<file path="src/rtl/sram_ctl_pkg.sv">
package sram_ctl_pkg;

    typedef enum logic [2:0] {
        PH_IDLE,
        PH_READ,
        PH_TURN,
        PH_WSET,
        PH_WSTB
    } phase_e;

    typedef struct packed {
        logic ce_n;
        logic ce2;
        logic we_n;
        logic oe_n;
        logic drive;
    } pins_t;

    function automatic int unsigned cycles_for(int unsigned ns, int unsigned clk_ns);
        int unsigned c;
        c = (ns + clk_ns - 1) / clk_ns;
        return (c == 0) ? 1 : c;
    endfunction

    function automatic int unsigned max2(int unsigned a, int unsigned b);
        return (a > b) ? a : b;
    endfunction

    function automatic int unsigned width_for(int unsigned v);
        int unsigned w;
        w = 1;
        while ((1 << w) <= v) w++;
        return w;
    endfunction

    function automatic pins_t pins_for(phase_e p);
        pins_t s;
        s = '{ce_n: 1'b1, ce2: 1'b0, we_n: 1'b1, oe_n: 1'b1, drive: 1'b0};
        case (p)
            PH_READ: s = '{ce_n: 1'b0, ce2: 1'b1, we_n: 1'b1, oe_n: 1'b0, drive: 1'b0};
            PH_WSET: s = '{ce_n: 1'b0, ce2: 1'b1, we_n: 1'b1, oe_n: 1'b1, drive: 1'b0};
            PH_WSTB: s = '{ce_n: 1'b0, ce2: 1'b1, we_n: 1'b0, oe_n: 1'b1, drive: 1'b1};
            default: ;
        endcase
        return s;
    endfunction

endpackage

</file>
<file path="src/rtl/sram_phase_timer.sv">
module sram_phase_timer #(
    parameter int unsigned CW = 4
) (
    input  logic          clk,
    input  logic          rst,
    input  logic          load,
    input  logic [CW-1:0] load_val,
    output logic          done
);
    logic [CW-1:0] cnt;

    always_ff @(posedge clk) begin
        if (rst)
            cnt <= '0;
        else if (load)
            cnt <= load_val;
        else if (cnt != '0)
            cnt <= cnt - 1'b1;
    end

    assign done = (cnt == '0);

    // a loaded count of N finishes after N further cycles
    assert_count_down_R8: assert property (@(posedge clk) disable iff (rst)
        (!load && !done) |=> !$stable(cnt));
endmodule

</file>
<file path="src/rtl/sram_seq_fsm.sv">
module sram_seq_fsm
    import sram_ctl_pkg::*;
#(
    parameter int unsigned CW = 4,
    parameter logic [CW-1:0] RD_LD = '0,
    parameter logic [CW-1:0] WP_LD = '0,
    parameter logic [CW-1:0] TA_LD = '0
) (
    input  logic          clk,
    input  logic          rst,
    input  logic          req,
    input  logic          req_we,
    input  logic          done,
    output phase_e        phase,
    output logic          accept,
    output logic          capture,
    output logic          finish,
    output logic          load,
    output logic [CW-1:0] load_val
);
    phase_e nxt;

    always_comb begin
        nxt      = phase;
        accept   = 1'b0;
        capture  = 1'b0;
        finish   = 1'b0;
        load     = 1'b0;
        load_val = '0;
        case (phase)
            PH_IDLE: if (req) begin
                accept = 1'b1;
                if (req_we) begin
                    nxt = PH_WSET;
                end else begin
                    nxt      = PH_READ;
                    load     = 1'b1;
                    load_val = RD_LD;
                end
            end
            PH_READ: if (done) begin
                capture  = 1'b1;
                finish   = 1'b1;
                nxt      = PH_TURN;
                load     = 1'b1;
                load_val = TA_LD;
            end
            PH_TURN: if (done) nxt = PH_IDLE;
            PH_WSET: begin
                nxt      = PH_WSTB;
                load     = 1'b1;
                load_val = WP_LD;
            end
            PH_WSTB: if (done) begin
                finish = 1'b1;
                nxt    = PH_IDLE;
            end
            default: nxt = PH_IDLE;
        endcase
    end

    always_ff @(posedge clk) begin
        if (rst) phase <= PH_IDLE;
        else     phase <= nxt;
    end

    // a request is taken only from the idle phase
    assert_accept_idle_R7: assert property (@(posedge clk) disable iff (rst)
        accept |=> (phase == PH_READ || phase == PH_WSET));
endmodule

</file>
<file path="src/rtl/sram_bus_ctrl.sv">
module sram_bus_ctrl
    import sram_ctl_pkg::*;
#(
    parameter int unsigned AW     = 17,
    parameter int unsigned DW     = 8,
    parameter int unsigned CLK_NS = 10,
    parameter int unsigned T_RC   = 15,
    parameter int unsigned T_AA   = 15,
    parameter int unsigned T_ACE  = 15,
    parameter int unsigned T_OE   = 7,
    parameter int unsigned T_OHZ  = 7,
    parameter int unsigned T_CHZ  = 7,
    parameter int unsigned T_WP   = 10,
    parameter int unsigned T_AW   = 12,
    parameter int unsigned T_CW   = 12,
    parameter int unsigned T_DW   = 8
) (
    input  logic          clk,
    input  logic          rst,
    input  logic          req,
    input  logic          req_we,
    input  logic [AW-1:0] req_addr,
    input  logic [DW-1:0] req_wdata,
    output logic          ack,
    output logic [DW-1:0] rdata,
    output logic [AW-1:0] sram_addr,
    output logic [DW-1:0] dq_out,
    input  logic [DW-1:0] dq_in,
    output logic          dq_oe,
    output logic          ce_n,
    output logic          ce2,
    output logic          we_n,
    output logic          oe_n
);
    localparam int unsigned RD_CYC = cycles_for(max2(max2(T_RC, T_AA), max2(T_ACE, T_OE)), CLK_NS);
    localparam int unsigned WP_CYC = cycles_for(max2(max2(T_WP, T_AW), max2(T_CW, T_DW)), CLK_NS);
    localparam int unsigned TA_CYC = cycles_for(max2(T_OHZ, T_CHZ), CLK_NS);
    localparam int unsigned CW     = width_for(max2(max2(RD_CYC, WP_CYC), TA_CYC));
    localparam logic [CW-1:0] RD_LD = CW'(RD_CYC - 1);
    localparam logic [CW-1:0] WP_LD = CW'(WP_CYC - 1);
    localparam logic [CW-1:0] TA_LD = CW'(TA_CYC - 1);

    phase_e        phase;
    logic          accept, capture, finish, load, done;
    logic [CW-1:0] load_val;
    pins_t         pins;

    sram_phase_timer #(.CW(CW)) u_timer (
        .clk(clk), .rst(rst), .load(load), .load_val(load_val), .done(done)
    );

    sram_seq_fsm #(.CW(CW), .RD_LD(RD_LD), .WP_LD(WP_LD), .TA_LD(TA_LD)) u_fsm (
        .clk(clk), .rst(rst), .req(req), .req_we(req_we), .done(done),
        .phase(phase), .accept(accept), .capture(capture), .finish(finish),
        .load(load), .load_val(load_val)
    );

    always_ff @(posedge clk) begin
        if (rst) begin
            sram_addr <= '0;
            dq_out    <= '0;
            rdata     <= '0;
            ack       <= 1'b0;
        end else begin
            ack <= finish;
            if (accept) begin
                sram_addr <= req_addr;
                dq_out    <= req_wdata;
            end
            if (capture) rdata <= dq_in;
        end
    end

    assign pins  = pins_for(phase);
    assign ce_n  = pins.ce_n;
    assign ce2   = pins.ce2;
    assign we_n  = pins.we_n;
    assign oe_n  = pins.oe_n;
    assign dq_oe = pins.drive;

    assert_ack_pulse_R6: assert property (@(posedge clk) disable iff (rst)
        ack |=> !ack);
    assert_ack_after_select_R6: assert property (@(posedge clk) disable iff (rst)
        ack |-> $past(!ce_n));
    assert_drive_after_setup_R3: assert property (@(posedge clk) disable iff (rst)
        $rose(dq_oe) |-> $past(!ce_n && we_n && oe_n));
    assert_no_drive_on_read_R4: assert property (@(posedge clk) disable iff (rst)
        !oe_n |-> !dq_oe);
    assert_release_after_read_R5: assert property (@(posedge clk) disable iff (rst)
        $rose(oe_n) |=> (ce_n && !dq_oe));
    assert_addr_stable_R7: assert property (@(posedge clk) disable iff (rst)
        (!ce_n && $past(!ce_n)) |-> $stable(sram_addr));
endmodule

</file>
<file path="config.mk">
export PLATFORM = sky130hd
export DESIGN_NAME = sram_bus_ctrl
export DESIGN_NICKNAME = d
export VERILOG_FILES = /design/src/rtl/sram_ctl_pkg.sv /design/src/rtl/sram_phase_timer.sv /design/src/rtl/sram_seq_fsm.sv /design/src/rtl/sram_bus_ctrl.sv
export SDC_FILE = /design/constraint.sdc
export NUM_CORES = 1
export LEC_CHECK = 0
export ABC_AREA = 1
export BUFFER_PORTS_ARGS = -buffer_cell sky130_fd_sc_hd__buf_2
export CAP_MARGIN = 10
export CORE_ASPECT_RATIO = 0.75
export CORE_MARGIN = 2
export CORE_UTILIZATION = 44
export DETAILED_ROUTE_END_ITERATION = 6
export GPL_TIMING_DRIVEN = 0
export PLACE_DENSITY = 0.71
export SKIP_CTS_REPAIR_TIMING = 1
export SLEW_MARGIN = 20
export SYNTH_ARGS = -nofsm -noshare
export SYNTH_HDL_FRONTEND = slang
export SYNTH_HIERARCHICAL = 1
export SYNTH_SLANG_ARGS = --single-unit
</file>
<file path="constraint.sdc">
create_clock -name clk -period 1.8 [get_ports clk]
set_input_delay 0.09 -clock clk [delete_from_list [all_inputs] [get_ports clk]]
set_output_delay 0.09 -clock clk [all_outputs]
set_load 0.05 [all_outputs]
</file>
==> flow_metrics.env <==
export IMPL_post_route_period_util_pct=81.33
export IMPL_row_count=20
export IMPL_fmax_mhz=683.1
export IMPL_critPathKind="register to register"
export IMPL_grt_pass1_wl_mm=5.982
export IMPL_die_area_sq_mm=0.004646
export IMPL_fp_coreArea_sq_mm=0.004004
export IMPL_io_pins=76
export IMPL_cts_tree="yes"
export IMPL_synth_edf_count=0
export IMPL_area_growth_syn_to_layout_pct=29.05
export IMPL_critPathLaunchType="register"
export IMPL_path_max_fanout=10
export IMPL_drt_first_pass_iters=4
export IMPL_antennaDiodeCount=0
export IMPL_cp_required_ns=1.98
export IMPL_ys_ff_latch=39
export IMPL_start_util_pct=45.19
export IMPL_status="completed"
export IMPL_grt_use_total_pct=16.41
export IMPL_gp_congestion=0.8263
export IMPL_synthMostInstantiatedCell="nand2_1"
export IMPL_placed_cell_area_sq_mm=0.002253
export IMPL_cts_sinks=39
export IMPL_crit_chain="inv_1 > nand2_2 > nor2_1 > nand2_1 > inv_1 > buf_6 > buf_4 > nor2_1 > nor2_1"
export IMPL_rsz0062_at_grt="false"
export IMPL_fin_crit_ns=1.464
export IMPL_netlist_top_cells_count="nand2_1, nor2_1, inv_1, dfxtp_1"
export IMPL_path_delay_family="flip-flops"
export IMPL_via_per_inst=4.102
export IMPL_yosys_area_top_type="dfxtp_1"
export IMPL_syn_mean_instance_area_sq_um=6.416
export IMPL_synth_top_area_share_pct=43.15
export IMPL_cp_num_cells=9
export IMPL_finalNetCount=402
export IMPL_drv_cap=0
export IMPL_cp_slowest_stage_delay_ns=0.49
export IMPL_drv_slew=0
export IMPL_synth_ff_type="dfxtp_1"
export IMPL_clock_latency_ns=0.28
export IMPL_cts_root_buf="clkbuf_8"
export IMPL_cp_data_arrival_time_ns=1.65
export IMPL_cts_buffers_inserted=5
export IMPL_drive_above_1_share_pct=27.12
export IMPL_antenna_found_initial=0
export IMPL_ys_types=19
export IMPL_path_clk_slew_ns=0.07
export IMPL_grt_pass1_vias=1351
export IMPL_hold_depth=2
export IMPL_leakage_nw=1.395
export IMPL_rr_worst_depth=9
export IMPL_num_vias=1723
export IMPL_drtIter0Drc=53
export IMPL_cp_num_buf_inv=4
export IMPL_dpl_hpwl_mm=2.774
export IMPL_yosys_warnings=6
export IMPL_wire_per_inst_microns=8.686
export IMPL_tns_ns=0
export IMPL_design_area_sq_mm=0.002335
export IMPL_syn_nets=320
export IMPL_drt_total_wl_mm=3.648
export IMPL_grt_max_degree=12
export IMPL_drcViolationCount=0
export IMPL_fin_skew_ns=0.005152
export IMPL_finalHoldViolCount=0
export IMPL_powerDensity_mw_per_mm2=1819
export IMPL_fin_cells=420
export IMPL_vdd_ir_drop_max_uv=836.8
export IMPL_setup_viol=0
export IMPL_end_kind="register"
export IMPL_crit_slowest_cell="dfxtp_1"
export IMPL_htree_levels=2
export IMPL_dieHeight_microns=59.54
export IMPL_synth_area_sq_mm=0.001809
export IMPL_seq_area_frac_synth_pct=43.15
export IMPL_grt_overflow=0
export IMPL_cp_common_cell="nor2_1"
export IMPL_antenna_left=0
export IMPL_worst_hold_slack_ns=0.04677
export IMPL_hold_path_class="input port to register"
export IMPL_synth_area_leaders="dfxtp_1, nand2_1, nor2_1, inv_1, buf_6"
export IMPL_async_flop_share_pct=0
export IMPL_dpl_cell_count=412
export IMPL_clock_path_buffers=2
export IMPL_portBuffers=75
export IMPL_die_width_microns=78.05
export IMPL_syn_instance_count=282
[layout make-up]
cell class              count  area [sq um]
plain buffers              12         110.1
clock buffers               7         76.32
clock inverters             1         5.005
fillers                   417          1669
inverters                  54         202.7
multi-input cells         177         715.7
flip-flops and latches     39         780.7
well taps                  55         68.82
repair buffers             75         375.4
[layout by cell type (no fill, tap or decap)]
cell,count
a21oi_1,6
buf_2,76
buf_4,5
buf_6,6
clkbuf_1,2
clkbuf_8,5
clkinv_2,1
conb_1,1
dfxtp_1,39
ha_1,1
inv_1,52
inv_2,2
nand2_1,80
nand2_2,1
nand3_1,4
nand3_2,2
nor2_1,75
nor2_2,1
nor3_1,2
o21ai_0,2
or2_0,1
xnor2_1,1
[through the flow]
stage               setup slack, ns  total power, mW  utilization (%)
finish                       0.3360            4.248            58.31
global route                 0.1798            4.576            58.31
detailed placement           0.3461            3.728            56.28
floorplan                    0.3990            3.235                -
CTS                          0.3374            4.287            58.31
global placement             0.3748            3.701            56.28
[state kept, by name, summed over array words and instances (netlist names)]
| name | flops |
|---|---|
| dq_out | 8 |
| sram_addr | 17 |
| u_timer/cnt | 2 |
| u_fsm/phase | 3 |
| ack | 1 |
| rdata | 8 |
[layer usage]
metal	share of wire, %	vias up	wire length, microns	GRT usage, %
met5	0	-	0	0
met3	6.6	0	240	4.573
met2	43	48	1552	26.11
met1	51	709	1855	21.89
li1	-	966	-	-
met4	0	0	0	5.263
[logic make-up after synthesis]
logic type      synth area share [%]
buf+inv                        17.29
flops                          43.15
other cells                   0.2073
xor+xnor                      0.4842
fa+ha+maj                     0.6915
compound gates                 2.213
simple gates                   35.96
[final timing paths]
check / slack (ns) / end / startpoint
max: 0.34 / sram_addr[10] / u_fsm/phase[2]
min: 0.05 / ack / rst
max reg2reg: 0.34 / sram_addr[10] / u_fsm/phase[2]
min reg2reg: 0.47 / sram_addr[2] / sram_addr[2]
[report_power, final]
group / switching, mW / internal (mW) / total [mW]
clock: 0.279 / 0.272 / 0.551
combinational: 1.71 / 0.683 / 2.39
sequential: 0.166 / 1.14 / 1.30
total: 2.16 / 2.09 / 4.25
(Power assumes the default switching activity.)
